`config.mk`:
```
export PLATFORM = sky130hd
export DESIGN_NAME = bipolar_line_encoder
export DESIGN_NICKNAME = d
export VERILOG_FILES = /design/src/rtl/lenc_pkg.sv /design/src/rtl/lenc_cell_timer.sv /design/src/rtl/lenc_bpv_arm.sv /design/src/rtl/lenc_ami_tracker.sv /design/src/rtl/lenc_rail_shaper.sv /design/src/rtl/bipolar_line_encoder.sv
export SDC_FILE = /design/constraint.sdc
export NUM_CORES = 1
export LEC_CHECK = 0
export ABC_AREA = 1
export BUFFER_PORTS_ARGS = -buffer_cell sky130_fd_sc_hd__buf_2
export CAP_MARGIN = 5
export CORE_MARGIN = 4
export CORE_UTILIZATION = 33
export DETAILED_ROUTE_END_ITERATION = 8
export GPL_TIMING_DRIVEN = 0
export HOLD_SLACK_MARGIN = 0.15
export PLACE_DENSITY = 0.53
export REMOVE_ABC_BUFFERS = 1
export SLEW_MARGIN = 20
export SYNTH_ARGS = -nofsm -noshare
export SYNTH_HDL_FRONTEND = slang
export SYNTH_SLANG_ARGS = --single-unit
```
`constraint.sdc`:
```
create_clock -name clk -period 1.3 [get_ports clk]
set_input_delay 0.26 -clock clk [delete_from_list [all_inputs] [get_ports clk]]
set_output_delay 0.26 -clock clk [all_outputs]
set_load 0.03 [all_outputs]
```
`src/rtl/lenc_pkg.sv`:
```
package lenc_pkg;

  // Output format of one bit cell
  typedef enum logic {
    FMT_BIPOLAR = 1'b0,
    FMT_NRZ     = 1'b1
  } lenc_fmt_e;

  // Width of a mark inside the cell
  typedef enum logic {
    WID_FULL = 1'b0,
    WID_HALF = 1'b1
  } lenc_wid_e;

  // Settings latched at the start of a cell
  typedef struct packed {
    lenc_fmt_e fmt;
    lenc_wid_e wid;
  } lenc_cell_cfg_t;

  // Rail pair
  typedef struct packed {
    logic pos;
    logic neg;
  } lenc_rails_t;

  localparam lenc_rails_t RAILS_IDLE = '{pos: 1'b0, neg: 1'b0};

endpackage

```
`src/rtl/lenc_cell_timer.sv`:
```
// Two-phase cell timer: the 2x-rate enable that splits each bit cell into
// a first half (cell start) and a second half.
module lenc_cell_timer #(
  parameter int unsigned HALVES = 2
) (
  input  logic clk,
  input  logic rst_n,
  output logic cell_start
);
  localparam int unsigned PH_W = (HALVES > 1) ? $clog2(HALVES) : 1;
  localparam logic [PH_W-1:0] PH_LAST = PH_W'(HALVES - 1);

  logic [PH_W-1:0] ph_q;

  // Reset leaves the counter on its last phase, so the first cycle
  // after reset is a cell start.
  always_ff @(posedge clk) begin
    if (!rst_n) begin
      ph_q <= PH_LAST;
    end else if (ph_q == PH_LAST) begin
      ph_q <= '0;
    end else begin
      ph_q <= ph_q + PH_W'(1);
    end
  end

  assign cell_start = (ph_q == PH_LAST);

endmodule

```
`src/rtl/lenc_bpv_arm.sv`:
```
// Violation arming: edge detect on the insert control, run counter of
// consecutive ones, and the one-shot armed flag.
module lenc_bpv_arm #(
  parameter int unsigned RUN_LEN = 3
) (
  input  logic clk,
  input  logic rst_n,
  input  logic take,       // cell start edge
  input  logic bit_in,     // bit of the cell (0 when idle)
  input  logic insert_in,  // raw insert control
  output logic fire        // this cell's mark is the violation
);
  localparam int unsigned RUN_W = $clog2(RUN_LEN + 1);
  localparam logic [RUN_W-1:0] RUN_MAX = RUN_W'(RUN_LEN);
  localparam logic [RUN_W-1:0] RUN_PRE = RUN_W'(RUN_LEN - 1);

  logic             ins_q;
  logic             rise;
  logic             armed;
  logic [RUN_W-1:0] run_q;
  logic [RUN_W-1:0] run_d;
  logic             run_ok;

  assign rise = insert_in & ~ins_q;

  generate
    if (RUN_LEN <= 1) begin : g_no_run
      assign run_ok = 1'b1;
    end else begin : g_run
      assign run_ok = (run_q >= RUN_PRE);
    end
  endgenerate

  assign fire = armed & take & bit_in & run_ok;

  always_comb begin
    run_d = run_q;
    if (take) begin
      if (!bit_in) begin
        run_d = '0;
      end else if (run_q != RUN_MAX) begin
        run_d = run_q + RUN_W'(1);
      end
    end
  end

  always_ff @(posedge clk) begin
    if (!rst_n) begin
      ins_q <= 1'b0;
      armed <= 1'b0;
      run_q <= '0;
    end else begin
      ins_q <= insert_in;
      armed <= (armed & ~fire) | rise;
      run_q <= run_d;
    end
  end

endmodule

```
`src/rtl/lenc_ami_tracker.sv`:
```
// Mark polarity tracker: alternates on every mark, repeats on a violation.
module lenc_ami_tracker #(
  parameter bit FIRST_NEG = 1'b0
) (
  input  logic clk,
  input  logic rst_n,
  input  logic take,
  input  logic bit_in,
  input  logic fire,
  output logic mark_neg   // polarity of the current cell's mark
);
  logic last_neg;

  assign mark_neg = fire ? last_neg : ~last_neg;

  always_ff @(posedge clk) begin
    if (!rst_n) begin
      last_neg <= ~FIRST_NEG;
    end else if (take && bit_in) begin
      last_neg <= mark_neg;
    end
  end

endmodule

```
`src/rtl/lenc_rail_shaper.sv`:
```
// Rail shaping: latches cell settings and forms bipolar or NRZ output,
// full- or half-width.
module lenc_rail_shaper
  import lenc_pkg::*;
(
  input  logic           clk,
  input  logic           rst_n,
  input  logic           take,
  input  logic           bit_in,
  input  logic           mark_neg,
  input  lenc_cell_cfg_t cfg_in,
  output logic           pos,
  output logic           neg
);
  lenc_cell_cfg_t cfg_q;
  lenc_rails_t    rails_q;
  lenc_rails_t    rails_new;
  lenc_rails_t    rails_d;
  logic           nrz_q;
  logic           half_q;

  assign nrz_q  = (cfg_q.fmt == FMT_NRZ);
  assign half_q = (cfg_q.wid == WID_HALF);

  always_comb begin
    if (cfg_in.fmt == FMT_NRZ) begin
      rails_new = '{pos: bit_in, neg: 1'b0};
    end else begin
      rails_new = '{pos: bit_in & ~mark_neg, neg: bit_in & mark_neg};
    end
  end

  always_comb begin
    rails_d = rails_q;
    if (take) begin
      rails_d = rails_new;
    end else if (half_q && !nrz_q) begin
      rails_d = RAILS_IDLE;
    end
  end

  always_ff @(posedge clk) begin
    if (!rst_n) begin
      rails_q <= RAILS_IDLE;
      cfg_q   <= '{fmt: FMT_BIPOLAR, wid: WID_FULL};
    end else begin
      rails_q <= rails_d;
      if (take) begin
        cfg_q <= cfg_in;
      end
    end
  end

  assign pos = rails_q.pos;
  assign neg = rails_q.neg;

endmodule

```
`src/rtl/bipolar_line_encoder.sv`:
```
module bipolar_line_encoder
  import lenc_pkg::*;
#(
  parameter int unsigned RUN_LEN   = 3,
  parameter bit          FIRST_NEG = 1'b0
) (
  input  logic clk,
  input  logic rst_n,
  input  logic s_valid,
  input  logic s_data,
  output logic s_ready,
  input  logic fmt_nrz,
  input  logic width_half,
  input  logic bpv_insert,
  output logic line_pos,
  output logic line_neg
);
  localparam int unsigned CELL_HALVES = 2;

  logic           cell_start;
  logic           cell_bit;
  logic           bpv_fire;
  logic           mark_neg;
  lenc_cell_cfg_t cfg;

  lenc_cell_timer #(.HALVES(CELL_HALVES)) u_timer (
    .clk        (clk),
    .rst_n      (rst_n),
    .cell_start (cell_start)
  );

  assign s_ready  = cell_start;
  // An empty cell is a space
  assign cell_bit = s_valid & s_data;
  assign cfg      = '{fmt: lenc_fmt_e'(fmt_nrz), wid: lenc_wid_e'(width_half)};

  lenc_bpv_arm #(.RUN_LEN(RUN_LEN)) u_arm (
    .clk       (clk),
    .rst_n     (rst_n),
    .take      (cell_start),
    .bit_in    (cell_bit),
    .insert_in (bpv_insert),
    .fire      (bpv_fire)
  );

  lenc_ami_tracker #(.FIRST_NEG(FIRST_NEG)) u_ami (
    .clk      (clk),
    .rst_n    (rst_n),
    .take     (cell_start),
    .bit_in   (cell_bit),
    .fire     (bpv_fire),
    .mark_neg (mark_neg)
  );

  lenc_rail_shaper u_shape (
    .clk      (clk),
    .rst_n    (rst_n),
    .take     (cell_start),
    .bit_in   (cell_bit),
    .mark_neg (mark_neg),
    .cfg_in   (cfg),
    .pos      (line_pos),
    .neg      (line_neg)
  );

endmodule

```
======== After elaboration in Yosys (flattened, before gate mapping) ========
Index checks and enable logic that the tools add are counted.
word-level totals
  word-level logic and storage cells ...... 39
  register bits after elaboration ......... 10
  input bits .............................. 7
operators by class
  magnitude comparators ................... 1
  multiplexer cells ....................... 7
  eq/ne operators ......................... 2
  reductions and logical operators ........ 5
  add/subtract/negate cells ............... 2
  bitwise operators ....................... 13
operators with widths
  operator                                                       number
  2-bit two-way mux                                              5
  1-bit bitwise AND                                              8
  2-bit != test, second input constant                           2
  1-bit NOT                                                      4
  2-bit by 1-bit adder with 2-bit output, second input constant  1
  2-bit >= comparator, second input constant                     1
  1-bit logical AND                                              2
  1-bit two-way mux                                              2
  2-bit AND reduction                                            1
  2-bit nonzero test                                             1
  1-bit adder, second input constant                             1
  1-bit zero test                                                1
  1-bit OR                                                       1

======== Depth between registers and ports, before layout ========
Gate-level depths: netlist of run 1.
  depth in word-level cells ............... 8
  gate-level depth with buffers ........... 9
  depth with buffers taken out ............ 9

======== Hierarchy ========
A second synthesis of run 1 with hierarchy kept.
unflattened totals
  cell total of the unflattened synthesis .. 68
  area, all modules ....................... 473.0 um2
modules (own cells, without submodules)
  module                sequential area each (um2)  cells an instance  area an instance (um2)  times used
  lenc_bpv_arm          80.1                        27                 197.7                   1
  lenc_rail_shaper      80.1                        25                 175.2                   1
  lenc_ami_tracker      20.0                        12                 68.8                    1
  lenc_cell_timer       20.0                        2                  23.8                    1
  bipolar_line_encoder  0.0                         2                  7.5                     1

======== Least setup slack after synthesis of run 1 ========
OpenSTA, ideal clock, no wires.
  path kind ............................... register to register
  start ................................... reg u_timer.ph_q, in the netlist u_timer.cell_start
  end ..................................... reg u_shape.rails_q (netlist bit u_shape.pos)
  buffers on the path ..................... 0
  period minus slack after synthesis ...... 1.181 ns
  stages on the path, launching flop included .. 8
  setup slack ............................. 0.119 ns
  arrival time ............................ 1.065 ns
  setup time .............................. 0.116 ns
  cells stage by stage .................... dfxtp_1 -> nand2_2 -> nor2_4 -> nand2_2 -> nand2_2 -> nand3_1 -> nand2_1 -> a21oi_2
on the way
  cells in the longest elaborated chain, start to end .. 8
  elaborated cells on any way between the ends .. 9
  classes of those cells .................. mux (3); bitwise (5); reduce/logical (1)
RTL lines
  what                            RTL line                RTL
  from (decl)                     lenc_cell_timer.sv:13   logic [PH_W-1:0] ph_q;
  from (signal assigned)          lenc_cell_timer.sv:23   ph_q <= ph_q + PH_W'(1);
  1-bit bitwise AND (3 in a row)  lenc_bpv_arm.sv:34      assign fire = armed & take & bit_in & run_ok;
  1-bit two-way mux               lenc_ami_tracker.sv:14  assign mark_neg = fire ? last_neg : ~last_neg;
  1-bit NOT                       lenc_rail_shaper.sv:29  rails_new = '{pos: bit_in & ~mark_neg, neg: bit_in & mark_neg};
  1-bit bitwise AND               lenc_rail_shaper.sv:29
  2-bit two-way mux               lenc_rail_shaper.sv:26  if (cfg_in.fmt == FMT_NRZ) begin
  2-bit two-way mux               lenc_rail_shaper.sv:35  if (take) begin
  to (signal assigned)            lenc_rail_shaper.sv:47  rails_q <= rails_d;
  to (decl)                       lenc_rail_shaper.sv:16  lenc_rails_t rails_q;
Several ways; a longest one is shown, not always the timed one.
A chain may end at the register's enable or synchronous reset.

======== Worst setup path after layout of run 1 ========
  start ................................... reg u_timer.ph_q, in the netlist u_timer.cell_start
  end ..................................... out s_ready
RTL lines
  what       RTL line                    RTL
  to (decl)  bipolar_line_encoder.sv:11  output logic s_ready,
No word-level cell between the ends.

==> flow_summary_export.csv, run 1 <==
group,metric,value,unit
status,outcome,"finished, final reports clean",
hold_path,hold_start,"bpv_insert",
floorplanning,coreArea,0.001186,mm²
sta,fin_setup_tns,0,ps
routing,ant_nets,0,
clock_network,cts.sinks,10,
sta,min_period,1179,ps
sta,finalCritPeriodShare,0.9073,
clock_network,htreeDepth,1,
critical_path,path_cells,"buf_2",
global_route,grt_usage,0.09804,
routing,routed-wl-met3,58,µm
clock_network,cts.path.max_buffers,2,
sta,max_freq,847.9,MHz
global_route,grt_pass1_wl,1.421,mm
run,drv_cap,0,
critical_path,cp.required,1040,ps
clock_network,numCtsBuffers,3,
routing,drc,0,
sta,layout_setup_ws,120.5,ps
synthesis,ys_types,16,
sta,rsz0062_at_grt,"no",
power,vdd_drop_max,0.0007764,V
cells_and_area,multi_input_area,212.7,µm²
clock_network,cts_tree,"done",
global_route,grt_max_degree,8,
cells_and_area,final_cells,81,
routing,drt_iter0_drc,6,
sta,slew_viol_final,0,
critical_path,r2r_slack,160,ps
floorplanning,num_rows,12,
power,p_per_area,1142,mW/mm²
routing,wire_per_inst,10.05,µm
cells_and_area,insertedDiodeCount,0,
clock_network,clock-root-buffer,"clkbuf_4",
critical_path,worstPathArrival,920,ps
routing,viasPerCell,4.728,
global_route,antenna_found_initial,0,
critical_path,cp_num_buf_inv,1,
place,port_buffers,9,
clock_network,cts_hold_buf,0,
sta,slew_headroom,0.8122,
synthesis,syn_area,446.7,µm²
cells_and_area,drive_above_1_share,0.2985,
floorplanning,start_util,0.3766,
clock_network,clock_latency,260,ps
critical_path,critical_path_class,"flip-flop to output pin",
place,place_congestion,0.7081,
floorplanning,fp.dieW,44.79,µm
clock_network,path_clk_slew,60,ps
floorplanning,fp.dieH,44.79,µm
synthesis,syn_inst,55,
critical_path,rr_endpoint,"u_shape.pos",
cells_and_area,finalNetCount,78,
sta,fin_skew,4.656,ps
routing,route.final.wire_length,814,µm
global_route,grt_pass1_vias,347,
cells_and_area,num-fill-cells,120,
critical_path,cp.depth,1,
critical_path,r2r-start,"u_arm.run_q[0]",
critical_path,crit_end,"s_ready",
place,placedCellCount,78,
floorplanning,io_pins,10,
critical_path,cp_max_fo,7,
synthesis,avgSynthCellArea,8.121,µm²
synthesis,ys_warn_count,0,
critical_path,cp_slowest_stage_delay,430,ps
routing,wl_met2,336,µm
place,place_hpwl,654.5,µm
critical_path,endpoint_kind,"output pin",
cells_and_area,final_area,533.0,µm²
sta,worstMarginPinSlew,278.7,ps
critical_path,worst_r2r_path_depth,9,
routing,highest_layer,"met3",
global_route,grt_overflow,0,
routing,met1_length,419,µm
synthesis,ys_seq_area_frac,0.4482,
cells_and_area,seqCellArea,201.4,µm²
critical_path,cp_slowest_cell,"dfxtp_1",
routing,first_pass_iters,2,
sta,setup_viol,0,
sta,finalHoldViolations,0,
critical_path,startpoint,"u_timer.cell_start",
critical_path,start_kind,"flip-flop",
synthesis,synth_seq_cells,10,
place,dpl_cell_area,509.2,µm²
sta,finalHoldWorstSlack,199.2,ps
power,p_leak,0.2454,nW
hold_path,hold_path.class,"input port to flip-flop",
cells_and_area,mostFrequentLayoutCells,"9 x inv_1, 9 x nand2_1, 9 x buf_2, 9 x dfxtp_1, 5 x o21ai_0",
routing,vias,383,
cells_and_area,syn2layout_area_growth,19.33,%
floorplanning,die_area,0.002006,mm²
place,place_ws,127.3,ps
critical_path,path_delay_family,"flip-flops",
[worst min path at each step]
stage / end / slack [ps] / cells past startpoint
2_1_floorplan: u_timer.cell_start / 350 / 1
3_3_place_gp: u_arm.armed / 420 / 1
3_5_place_dp: u_arm.armed / 420 / 1
4_1_cts: u_arm.ins_q / 190 / 3
5_1_grt: u_arm.ins_q / 220 / 3
6_report: u_arm.ins_q / 200 / 3
[metrics by stage]
stage / util / total power [mW]
floorplan: - / 0.3916
global placement: 0.4293 / 0.4163
detailed placement: 0.4293 / 0.4165
CTS: 0.4483 / 0.6228
global route: 0.4494 / 0.6440
finish: 0.4494 / 0.6086
[cells in the mapped netlist]
master    number  area, µm²
nand4_1        1      6.260
a21oi_2        1      8.760
nand3b_1       1      7.510
dfxtp_1       10      200.2
nand2_1        9      33.78
ha_1           2      25.02
o211ai_1       1      7.510
nor2_4         2      22.52
a21oi_1        3      15.01
o21ai_0        5      25.02
o22ai_1        1      6.260
nor2_1         3      11.26
inv_1          9      33.78
nand3_2        1      10.01
nand3_1        3      15.01
nand2_2        3      18.77
[power breakdown]
group          total (mW)  internal [mW]  switching, mW  leakage [nW]
Combinational      0.0731         0.0271         0.0460         0.149
Sequential          0.337          0.325         0.0122        0.0829
Clock               0.198          0.106         0.0922        0.0138
[layout make-up]
class | count | share of cell area
Clock buffer | 3 | 0.04225
Inverter | 9 | 0.06338
Multi-Input combinational cell | 36 | 0.3991
Sequential cell | 10 | 0.3779
Tap cell | 14 | 0.03286
Timing Repair Buffer | 9 | 0.08451
[routing by layer]
layer / vias up / global-route usage
met5: - / 0
met4: 0 / 0.01754
met3: 0 / 0.06375
met2: 9 / 0.1318
met1: 171 / 0.1316
li1: 203 / -
[what timing repair did]
item	CTS	global route
buffers inserted	0	0
endpoints found under the hold margin	0	0
gates resized for setup	0	1
endpoints found under the setup margin	0	1
[sequential cells by signal, summed over array words and instances (netlist names)]
register,cells
u_ami.last_neg,1
u_arm.armed,1
u_arm.ins_q,1
u_arm.run_q,2
u_shape.half_q,1
u_shape.neg,1
u_shape.nrz_q,1
u_shape.pos,1
u_timer.cell_start,1
[logic make-up after synthesis]
kind of cell | after synthesis | share of synthesized area
and+or+nand+nor | 23 | 0.2801
buffers and inverters | 9 | 0.07562
AOI/OAI and AO/OA | 11 | 0.1401
adders and majority gates | 2 | 0.05601
DFF | 10 | 0.4482
[tightest hold or removal path, delay by kind of cell]
kind                   cells  cell delay [ps]
AND/OR/NAND/NOR            1               50
buffers and inverters      2              110
No activity file was read; power rests on OpenSTA's default activity.
==> run 2, diff against run 1 <==
- ABC_AREA: 1 -> unset
- SETUP_SLACK_MARGIN: unset -> 0.2
==> flow_summary_export.csv, run 2 <==
group,metric,value,unit
status,outcome,"finished, final reports clean",
synthesis,syn_area,444.2,µm²
place,port_buffers,9,
sta,setup_viol,0,
power,p_total,608.4,µW
floorplanning,io_pins,10,
floorplanning,num_rows,12,
sta,finalHoldWorstSlack,221.1,ps
synthesis,synth_largest_area_cell,"dfxtp_1",
clock_network,cts.sinks,10,
sta,fin_setup_tns,0,ps
synthesis,ys_seq_area_frac,0.4507,
critical_path,cp_max_fo,3,
cells_and_area,insertedDiodeCount,0,
place,place_hpwl,607,µm
synthesis,ys.flop_type,"dfxtp_1",
routing,drt_iter0_drc,0,
synthesis,async_flop_share,0,
sta,worstMarginPinSlew,288.8,ps
synthesis,yosys-top-cells-area,"dfxtp_1 45%, mux2i_1 6.8%, ha_1 5.6%",
critical_path,path_delay_family,"compound AO/OA/AOI/OAI gates",
sta,fin_skew,2.277,ps
run,drv_cap,0,
routing,drc,0,
critical_path,worstPathArrival,1360,ps
routing,vias,372,
place,placedCellCount,67,
sta,min_period,1219,ps
sta,slew_viol_final,0,
cells_and_area,finalNetCount,71,
power,vdd_drop_max,0.0005568,V
power,p_per_area,1041,mW/mm²
clock_network,cts_tree,"done",
clock_network,numCtsBuffers,3,
floorplanning,coreArea,0.001186,mm²
routing,wire_per_inst,11.09,µm
sta,slew_headroom,0.8070,
synthesis,synth.most_common_cell,"dfxtp_1",
global_route,grt_pass1_wl,1.324,mm
synthesis,synth_commonest_cells,"10 x dfxtp_1, 4 x nor2b_1, 3 x mux2i_1, 3 x o21a_1",
critical_path,path_cells,"inv_2 -> ha_4 -> o21a_1 -> mux2i_1 -> a32o_1",
cells_and_area,drive_above_1_share,0.4167,
place,place_congestion,0.6130,
sta,finalHoldViolations,0,
synthesis,synth-edff-count,0,
global_route,antenna_found_initial,0,
routing,first_pass_iters,1,
clock_network,htreeDepth,1,
critical_path,cp.required,1440,ps
critical_path,start_kind,"flip-flop",
cells_and_area,final_cells,74,
power,p_leak,0.2446,nW
global_route,grt_pass1_vias,359,
synthesis,ys_types,23,
synthesis,ys_warn_count,0,
floorplanning,start_util,0.3745,
cells_and_area,regMostFlops,"u_arm.run_q",
clock_network,clock-root-buffer,"clkbuf_4",
synthesis,avgSynthCellArea,9.656,µm²
cells_and_area,mostFrequentLayoutCells,"8 x buf_2, 7 x dfxtp_1, 4 x nor2b_1",
global_route,grt_overflow,0,
critical_path,cp_slowest_cell,"dfxtp_2",
routing,ant_nets,0,
clock_network,clock_latency,250,ps
cells_and_area,final_common_cell,"buf_2",
floorplanning,fp.dieW,44.69,µm
sta,finalCritPeriodShare,0.9373,
routing,viasPerCell,5.027,
critical_path,critical_path_class,"flip-flop to flip-flop",
global_route,grt_max_degree,12,
floorplanning,fp.dieH,44.69,µm
sta,layout_setup_ws,81.47,ps
global_route,grt_usage,0.09323,
clock_network,cts_hold_buf,0,
synthesis,synth_top_area_share,0.4507,
hold_path,hold_path.class,"input port to flip-flop",
clock_network,path_clk_slew,60,ps
sta,rsz0062_at_grt,"yes",
cells_and_area,syn2layout_area_growth,31.55,%
place,place_ws,-19.34,ps
floorplanning,die_area,0.001997,mm²
routing,route.final.wire_length,821,µm
critical_path,endpoint_kind,"flip-flop",
synthesis,syn_inst,46,
critical_path,cp_num_buf_inv,1,
sta,max_freq,820.7,MHz
synthesis,synth_seq_cells,10,
clock_network,cts.path.max_buffers,2,
critical_path,cp_slowest_stage_delay,330,ps
cells_and_area,largest_register_ffs,2,
-- run 2: per-stage QoR --
stage	cell area, µm²	utilization
after floorplan	432.9	-
after CTS	553.0	0.4662
after global routing	584.3	0.4926
after detailed placement	495.5	0.4177
after global placement	495.5	0.4177
final	584.3	0.4926
-- run 2: cells by family (layout without fill, tap and decap cells) --
family,after synthesis,in the layout,share of synthesized area
buf+inv,4,18,0.04226
simple gates,17,17,0.2226
fa+ha+maj,2,2,0.05633
compound gates,10,10,0.1605
flops,10,10,0.4507
mux,3,3,0.06761
-- run 2: cell type report --
cell class	instances	area, µm²
Timing Repair Buffer	13	78.83
Tap cell	14	17.52
Inverter	2	7.507
Clock buffer	3	22.52
Sequential cell	10	209.0
Fill cell	123	601.8
Multi-Input combinational cell	32	249.0
-- run 2: final timing paths --
kind,startpoint,endpoint,slack [ps],depth (start not counted)
setup / recovery,u_arm.run_q[0],u_shape.pos,80,5
hold reg to reg,u_shape.neg,u_shape.neg,460,1
hold / removal,bpv_insert,u_arm.ins_q,220,2
setup reg to reg,u_arm.run_q[0],u_shape.pos,80,5
-- run 2: worst register-to-register path: cells and delay by family, from the launching register on --
kind | cells | cell delay (ps)
fa+ha+maj | 1 | 150
buf+inv | 1 | 50
compound gates | 2 | 440
mux | 1 | 140
flops | 1 | 330
-- run 2: power by group --
group | total [mW] | internal (mW) | leakage [nW] | switching, mW
clock | 0.197 | 0.106 | 0.0138 | 0.0909
sequential | 0.332 | 0.321 | 0.0838 | 0.0113
combinational | 0.0794 | 0.0395 | 0.147 | 0.0399
-- run 2: layer usage --
layer  routed length [µm]  track usage  vias to the layer above
met1                  407       0.1058                      173
met3                   48      0.03659                        0
met5                    0            0                        -
met2                  365       0.1461                        9
li1                     -            -                      190
met4                    0      0.05422                        0
-- run 2: repair_timing --
item | 4_1_cts | 5_1_grt
endpoints found under the hold margin | 0 | 0
pin swaps | 4 | 2
setup endpoints to repair | 5 | 6
buffers inserted | 1 | 3
resized for setup | 10 | 4
